<file path="config.mk">
export PLATFORM = sky130hd
export DESIGN_NAME = banked_wram_decoder
export DESIGN_NICKNAME = d
export VERILOG_FILES = /design/src/rtl/wram_map_pkg.sv /design/src/rtl/wram_bank_reg.sv /design/src/rtl/boot_overlay_latch.sv /design/src/rtl/map_region_decode.sv /design/src/rtl/banked_wram_decoder.sv
export SDC_FILE = /design/constraint.sdc
export NUM_CORES = 1
export LEC_CHECK = 0
export CAP_MARGIN = 20
export CORE_MARGIN = 2
export CORE_UTILIZATION = 28
export CTS_BUF_LIST = sky130_fd_sc_hd__clkbuf_16
export DETAILED_ROUTE_END_ITERATION = 10
export GPL_ROUTABILITY_DRIVEN = 1
export PLACE_DENSITY = 0.85
export SYNTH_ARGS = -nofsm -noshare
export SYNTH_HDL_FRONTEND = slang
export SYNTH_SLANG_ARGS = --single-unit
</file>
<file path="constraint.sdc">
create_clock -name clk -period 3.7 [get_ports clk]
set_input_delay 0.74 -clock clk [delete_from_list [all_inputs] [get_ports clk]]
set_output_delay 0.74 -clock clk [all_outputs]
set_load 0.005 [all_outputs]
</file>
<file path="src/rtl/wram_map_pkg.sv">
package wram_map_pkg;

    localparam int ADDR_W  = 16;
    localparam int DATA_W  = 8;
    localparam int BANK_W  = 3;
    localparam int OFF_W   = 12;
    localparam int HRAM_W  = 7;
    localparam int BOOT_W  = 12;
    localparam int PHYS_W  = BANK_W + OFF_W;

    localparam logic [ADDR_W-1:0] BANK_REG_ADDR  = 16'hFF70;
    localparam logic [ADDR_W-1:0] BOOT_OFF_ADDR  = 16'hFF50;
    localparam logic [ADDR_W-1:0] REG_AREA_BASE  = 16'hFE00;
    localparam logic [ADDR_W-1:0] HRAM_BASE      = 16'hFF80;
    localparam logic [ADDR_W-1:0] HRAM_LAST      = 16'hFFFE;
    localparam logic [ADDR_W-1:0] WRAM_BASE      = 16'hC000;
    localparam logic [ADDR_W-1:0] BOOT_LO_LAST   = 16'h00FF;
    localparam logic [ADDR_W-1:0] BOOT_HI_FIRST  = 16'h0200;
    localparam logic [ADDR_W-1:0] BOOT_HI_LAST   = 16'h08FF;
    localparam logic [BANK_W-1:0] BANK_RESET     = 3'd1;

    typedef enum logic [2:0] {
        RGN_NONE,
        RGN_WRAM,
        RGN_BOOT,
        RGN_HRAM,
        RGN_BANKREG
    } region_e;

    typedef struct packed {
        region_e             rgn;
        logic [PHYS_W-1:0]   wram_addr;
        logic [BOOT_W-1:0]   boot_addr;
        logic [HRAM_W-1:0]   hram_addr;
    } decode_t;

    function automatic logic [BANK_W-1:0] effective_bank(
        input logic [BANK_W-1:0] stored,
        input logic              colour
    );
        if (!colour)
            return BANK_RESET;
        return (stored == '0) ? BANK_RESET : stored;
    endfunction

    function automatic logic in_boot_window(
        input logic [ADDR_W-1:0] a,
        input logic              colour
    );
        logic lo_hit, hi_hit;
        lo_hit = (a <= BOOT_LO_LAST);
        hi_hit = colour && (a >= BOOT_HI_FIRST) && (a <= BOOT_HI_LAST);
        return lo_hit || hi_hit;
    endfunction

endpackage

</file>
<file path="src/rtl/wram_bank_reg.sv">
module wram_bank_reg
    import wram_map_pkg::*;
(
    input  logic              clk,
    input  logic              rst,
    input  logic              color_en,
    input  logic              wr_hit,
    input  logic [DATA_W-1:0] wdata,
    output logic [BANK_W-1:0] bank_q,
    output logic [BANK_W-1:0] bank_eff,
    output logic [DATA_W-1:0] rd_value
);
    localparam int PAD_W = DATA_W - BANK_W;

    always_ff @(posedge clk) begin
        if (rst)
            bank_q <= BANK_RESET;
        else if (wr_hit && color_en)
            bank_q <= wdata[BANK_W-1:0];
    end

    always_comb begin
        bank_eff = effective_bank(bank_q, color_en);
        rd_value = color_en ? {{PAD_W{1'b1}}, bank_q} : {DATA_W{1'b1}};
    end
endmodule

</file>
<file path="src/rtl/boot_overlay_latch.sv">
module boot_overlay_latch
    import wram_map_pkg::*;
(
    input  logic clk,
    input  logic rst,
    input  logic retire_hit,
    input  logic retire_bit,
    output logic overlay_on
);
    always_ff @(posedge clk) begin
        if (rst)
            overlay_on <= 1'b1;
        else if (retire_hit && retire_bit)
            overlay_on <= 1'b0;
    end
endmodule

</file>
<file path="src/rtl/map_region_decode.sv">
module map_region_decode
    import wram_map_pkg::*;
(
    input  logic [ADDR_W-1:0] addr,
    input  logic              wr_en,
    input  logic              color_en,
    input  logic              overlay_on,
    input  logic [BANK_W-1:0] bank_eff,
    output decode_t           dec
);
    always_comb begin
        dec           = '0;
        dec.rgn       = RGN_NONE;
        dec.boot_addr = addr[BOOT_W-1:0];
        dec.hram_addr = addr[HRAM_W-1:0];
        dec.wram_addr = {(addr[OFF_W] ? bank_eff : {BANK_W{1'b0}}), addr[OFF_W-1:0]};
        if (addr >= REG_AREA_BASE) begin
            if (addr >= HRAM_BASE && addr <= HRAM_LAST)
                dec.rgn = RGN_HRAM;
            else if (addr == BANK_REG_ADDR && !wr_en)
                dec.rgn = RGN_BANKREG;
        end else if (addr >= WRAM_BASE) begin
            dec.rgn = RGN_WRAM;
        end else if (overlay_on && !wr_en && in_boot_window(addr, color_en)) begin
            dec.rgn = RGN_BOOT;
        end
    end
endmodule

</file>
<file path="src/rtl/banked_wram_decoder.sv">
module banked_wram_decoder
    import wram_map_pkg::*;
(
    input  logic              clk,
    input  logic              rst,
    input  logic              color_en,
    input  logic [ADDR_W-1:0] addr,
    input  logic              wr_en,
    input  logic [DATA_W-1:0] wdata,
    output logic              wram_sel,
    output logic              wram_we,
    output logic [PHYS_W-1:0] wram_addr,
    output logic              boot_sel,
    output logic [BOOT_W-1:0] boot_addr,
    output logic              hram_sel,
    output logic              hram_we,
    output logic [HRAM_W-1:0] hram_addr,
    output logic              bank_rd_sel,
    output logic [DATA_W-1:0] bank_rdata
);
    logic [BANK_W-1:0] bank_q;
    logic [BANK_W-1:0] bank_eff;
    logic              overlay_on;
    decode_t           dec;

    wram_bank_reg u_bank (
        .clk      (clk),
        .rst      (rst),
        .color_en (color_en),
        .wr_hit   (wr_en && addr == BANK_REG_ADDR),
        .wdata    (wdata),
        .bank_q   (bank_q),
        .bank_eff (bank_eff),
        .rd_value (bank_rdata)
    );

    boot_overlay_latch u_boot (
        .clk        (clk),
        .rst        (rst),
        .retire_hit (wr_en && addr == BOOT_OFF_ADDR),
        .retire_bit (wdata[0]),
        .overlay_on (overlay_on)
    );

    map_region_decode u_dec (
        .addr       (addr),
        .wr_en      (wr_en),
        .color_en   (color_en),
        .overlay_on (overlay_on),
        .bank_eff   (bank_eff),
        .dec        (dec)
    );

    always_comb begin
        wram_sel    = (dec.rgn == RGN_WRAM);
        boot_sel    = (dec.rgn == RGN_BOOT);
        hram_sel    = (dec.rgn == RGN_HRAM);
        bank_rd_sel = (dec.rgn == RGN_BANKREG);
        wram_we     = wram_sel && wr_en;
        hram_we     = hram_sel && wr_en;
        wram_addr   = dec.wram_addr;
        boot_addr   = dec.boot_addr;
        hram_addr   = dec.hram_addr;
    end
endmodule

</file>
Word-level counts from Yosys, hierarchy flattened
Index checks and enable logic that the tools add are counted.
{ "classes": {"add_sub_neg": 0, "n_mul": 0, "div": 0, "magnitude_cmp": 7, "eq_ne": 6, "shifts": 0, "mux": 9, "bitwise_logic": 0, "n_reduce_logical": 15} }
{ "ops": {"columns": ["operator", "count"], "rows": [
  ["16-bit >= comparator, second input constant", 3],
  ["16-bit equality test, second input constant", 2],
  ["3-bit two-way mux", 8],
  ["16-bit by 10-bit >= comparator with 1-bit output, second input constant", 1],
  ["16-bit by 12-bit less-or-equal comparator with 1-bit output, second input constant", 1],
  ["16-bit less-or-equal comparator, second input constant", 1],
  ["16-bit by 8-bit less-or-equal comparator with 1-bit output, second input constant", 1],
  ["1-bit logical AND", 12],
  ["3-bit by 2-bit equality test with 1-bit output, second input constant", 2],
  ["3-bit by 1-bit equality test with 1-bit output, second input constant", 1],
  ["3-bit equality test, second input constant", 1],
  ["3-bit logical NOT", 1],
  ["2-bit two-way mux", 1],
  ["1-bit logical NOT", 1],
  ["1-bit logical OR", 1]
]} }
{ "totals": {"reg_bits": 4, "latch_bits": 0, "ramBits": 0, "mem_bits_ro": 0, "mem_count": 0} }

Longest topological paths before layout
{ "logic_depth": {"depth_word": 10, "depth_mapped": 4, "depth_no_buf": 4} }

Hierarchy
A second synthesis with hierarchy kept.
{ "unflattened": {"cells_unflattened": 99, "area_unflattened_um2": 747.0} }
{ "by_module_without_submodules": {"columns": ["module", "n_inst", "cells_per_inst", "area_each_um2", "seq_area_each_um2"], "rows": [
  ["map_region_decode", 1, 56, 396.6, 0.0],
  ["wram_bank_reg", 1, 24, 217.7, 60.1],
  ["banked_wram_decoder", 1, 16, 101.3, 0.0],
  ["boot_overlay_latch", 1, 3, 31.3, 20.0]
]} }

Least setup slack after synthesis
No wires, ideal clock.
{ "synth_path": {"path_type": "input port to output port", "start": "input port addr[0]", "end": "output port bank_rd_sel", "arrival_time_ps": 1890, "required_time_ps": 2960, "path_slack_ps": 1070, "cell_stages": 3, "n_path_buf": 0, "cell_sequence": "or4_4 > or4_4 > nor3_1"} }
{ "synth_via": {"elab_chain_cells": 9, "word_cells_on_any_way": 20, "classes_between": "order compare: 7; eq/ne: 2; mux: 5; reduce/logical: 6"} }
{ "synth_rtl": {"columns": ["element", "line_no", "rtl"], "rows": [
  ["from (decl)", "banked_wram_decoder.sv:7", "input logic [ADDR_W-1:0] addr,"],
  ["16-bit by 10-bit >= comparator with 1-bit output", "wram_map_pkg.sv:52", "hi_hit = colour && (a >= BOOT_HI_FIRST) && (a <= BOOT_HI_LAST);"],
  ["1-bit logical AND (2 in series)", "wram_map_pkg.sv:52", null],
  ["1-bit logical OR", "wram_map_pkg.sv:53", "return lo_hit || hi_hit;"],
  ["1-bit logical AND", "map_region_decode.sv:24", "end else if (overlay_on && !wr_en && in_boot_window(addr, color_en)) begin"],
  ["2-bit two-way mux", "map_region_decode.sv:24", null],
  ["3-bit two-way mux", "map_region_decode.sv:22", "end else if (addr >= WRAM_BASE) begin"],
  ["3-bit two-way mux *", "map_region_decode.sv:17", "if (addr >= REG_AREA_BASE) begin"],
  ["3-bit equality test *", "banked_wram_decoder.sv:58", "bank_rd_sel = (dec.rgn == RGN_BANKREG);"],
  ["to (decl)", "banked_wram_decoder.sv:18", "output logic bank_rd_sel,"]
]} }
Mark *: on every way between the ends. The rest lies on a longest branch, timed or not.

Final worst setup path
Same ends and word-level chain as after synthesis.

==> reports/metrics.sh <==
POST_SYNTH_NUM_CELL_TYPES=26
GRT_USE_MET1_PCT=14.0
SYNTHCELLS=86
TIMING.SETUP.CRITICAL_PATH_CLASS='in -> out'
RSZ0062_AT_GRT='false'
YOSYSWARNINGS=0
GRT_MAX_DEGREE=10
CAP_VIOLATIONS=0
SYN-MEAN-INSTANCE-AREA_UM2=7.35
FINAL_TOTAL_NEGATIVE_SETUP_SLACK_NS=0
SYNTH.FF_LATCH_COUNT=4
HOLD_BUFFERS=0
POST-DP-HPWL_UM=1590
ANTENNA-DIODE-COUNT=0
NUM-FILL-CELLS=213
HOLD_VIOL_FINAL=0
CRITPATHCAPTURETYPE='output port'
CLOCK_TRANSITION_AT_THE_REGISTERS_OF_THE_REPORTED_PATHS_NS=0.03
ALL_LAYER_GR_USAGE_PCT=13.3
MAXSLEWHEADROOM_PCT=64.5
MAPPEDNETLISTAREA_UM2=632
GRT_ANTENNA_BEFORE_REPAIR=0
NETLIST.TOP_CELL.BY_AREA='sky130_fd_sc_hd__buf_4'
CRITICAL_PATH_PEAK_FANOUT=5
CTS_INSERTED_BUFFERS=3
ROWS=17
DRT_ITER0_DRC=13
GP_CONGESTION=0.893
LEADING_CELL_TYPES_BY_TOTAL_AREA_AFTER_SYNTHESIS='sky130_fd_sc_hd__buf_4 (43%), sky130_fd_sc_hd__dfxtp_1 (13%), sky130_fd_sc_hd__nand2b_1 (4.0%), sky130_fd_sc_hd__or4_4 (3.6%), sky130_fd_sc_hd__and3_1 (3.0%)'
SYNTH_TOP_CELLS_BY_COUNT='sky130_fd_sc_hd__buf_4 (36), sky130_fd_sc_hd__dfxtp_1 (4), sky130_fd_sc_hd__nand2_1 (4), sky130_fd_sc_hd__nand2b_1 (4), sky130_fd_sc_hd__nor2_1 (4)'
REPORT.FINAL.SLEW_VIOL_COUNT=0
DIE-WIDTH_UM=51.5
AREA_GROWTH_SYN_TO_LAYOUT_PCT=83.2
CLK_ROOT_BUFFER_CELL='sky130_fd_sc_hd__clkbuf_16'
ROUTE.DETAILED.VIAS_PER_INST=4.58
FP.DIEH_UM=51.5
POWERDENSITY_mW_PER_MM2=257
FINAL_PERIOD_UTILIZATION_PCT=97.1
CLOCK-SINKS=4
ASYNC_SR_FLOP_FRACTION_PCT=0
YOSYS.CELL_COUNT.TOP_TYPE='sky130_fd_sc_hd__buf_4'
ACHIEVABLE-FREQUENCY_MHz=278
CLOCK_LATENCY_NS=0.22
CLOCKBUFFERDEPTH=2
DPL-INSTANCE-AREA_MM2=0.00108
PLACE.PORT_BUFFERS=65
FIRST_GLOBAL_VIAS=582
SYNTH_SEQUENTIAL_AREA_RATIO_PCT=12.7
GLOBALROUTE.TOTALOVERFLOW=0
INITIAL_CORE_UTIL_PCT=29.1
GLOBAL_ROUTE_WIRE_LENGTH_BEFORE_REPAIR_UM=2650
CRITICAL_PATH_ARRIVAL_NS=2.85
DRT-WIRELENGTH-PER-CELL_UM=12.2
SETUP_VIOL_COUNT_FINAL=0
ROUTED_WL_UM=1850
COUNT_OF_FLIP_FLOPS_WITH_A_BUILT_IN_ENABLE_AFTER_SYNTHESIS=0
STATUS='finished clean'
SYNTH_FLOP_CELL='sky130_fd_sc_hd__dfxtp_1'
VDD.IR_DROP.WORST_mV=0.254
CTS_TREE='yes'
TIGHTESTPINTRANSITION_NS=0.528
GRT.BUSIEST_LAYER='met2'
DIE-AREA_MM2=0.00265
DRT.ANTENNA.VIOLATING_NETS=0
FINAL_LAYOUT_SIZE_SUFFIX_GT1_SHARE_PCT=7.26
DESIGN.CORE.AREA_MM2=0.00217
IO_PINS=76
POSTLAYOUTCELLAREA_MM2=0.00116
DETAILEDROUTE.FIRSTPASSITERATIONCOUNT=4
DETAILROUTE.VIA_COUNT=696
CRITICAL_PATH.STARTPOINT_TYPE='input pin'
REMAINING_DRC_ERRORS=0
FINALNETCOUNT=154
GRT_UTIL_MET3_PCT=5.17
H-TREE-DEPTH=1
REQUIRED_NS=2.96
HOLD_CRIT_PATH_TYPE='reg -> reg'
FINALCRITICALPERIOD_NS=3.59
FINALCLOCKSKEW_NS=0
GRT.MET2_USAGE_PCT=24.8
YOSYS.AREA.TOP_TYPE_SHARE_PCT=42.8
STATIC-LEAKAGE-POWER_nW=0.438
==> what timing repair did <==
item / 4_1_cts / 5_1_grt
setup endpoints to repair: 0 / 1
endpoints found under the hold margin: 0 / 0
resized for setup: 0 / 1
setup buffers: 0 / 0
==> layout by cell type, fill, tap and decap left out, types with 4 or more instances in the layout <==
master,Yosys,final
sky130_fd_sc_hd__clkdlybuf4s50_1,0,65
sky130_fd_sc_hd__conb_1,1,5
sky130_fd_sc_hd__dfxtp_1,4,4
sky130_fd_sc_hd__nand2_1,4,4
sky130_fd_sc_hd__nand2b_1,4,4
sky130_fd_sc_hd__nor2_1,4,4
==> state kept, by name, summed over array words and instances, names as in the netlist <==
signal,count
u_bank.bank_q,3
u_boot.overlay_on,1
==> cell type report <==
cell class                 count  area (um^2)  share of cell area [%]
multi-input combinational     49          298                    25.7
inverter                       1         3.75                   0.324
timing repair buffer          67          666                    57.5
tap                           28         35.0                    3.03
clock buffer                   3         75.1                    6.49
sequential                     4         80.1                    6.92
==> power breakdown <==
| part | internal [mW] | leakage [nW] | switching [mW] |
|---|---|---|---|
| Clock | 0.138 | 0.0370 | 0.0284 |
| Sequential | 0.0435 | 0.0323 | 0.000000156 |
| Combinational | 0.0583 | 0.369 | 0.0299 |
==> metrics by stage <==
step	power, mW	setup WS (ns)	utilization [%]	hold WS [ns]	cells
after detailed placement	0.133	0.0662	49.7	0.474	149
after floorplan	0.0848	1.07	-	0.428	90
after global placement	0.131	0.0734	49.7	0.466	149
final	0.298	0.107	53.3	0.472	152
after global routing	0.310	0.0342	53.3	0.522	152
after CTS	0.302	0.0620	53.1	0.481	152
==> layer usage <==
metal  vias up  share of wire [%]
li1        340                  -
met1       323                 37
met2        33                 54
met3         0                8.9
met4         0                  0
met5         -                  0
==> path summary, 6_finish.rpt <==
path                          start                 to  cells past startpoint  slack, ns
setup reg to reg   u_bank.bank_q[1]   u_bank.bank_q[1]                      2       3.05
hold / removal    u_boot.overlay_on  u_boot.overlay_on                      2       0.47
setup / recovery            addr[0]        bank_rd_sel                      5       0.11
hold reg to reg   u_boot.overlay_on  u_boot.overlay_on                      2       0.47
==> logic make-up (layout without fill, tap and decap cells) <==
family / after synthesis / count (layout) / synth area share [%]
DFF: 4 / 4 / 12.7
AOI/OAI and AO/OA: 12 / 12 / 12.3
and+or+nand+nor: 32 / 32 / 31.1
buffers and inverters: 37 / 71 / 43.4
other: 1 / 5 / 0.593
==> critical path: stages <==
cell	delay (ns)
sky130_fd_sc_hd__clkdlybuf4s50_1	0.48
sky130_fd_sc_hd__or4_4	0.56
sky130_fd_sc_hd__or4_4	0.44
sky130_fd_sc_hd__nor3_2	0.11
sky130_fd_sc_hd__clkdlybuf4s50_1	0.52
Power figures use the tool's default switching activity.
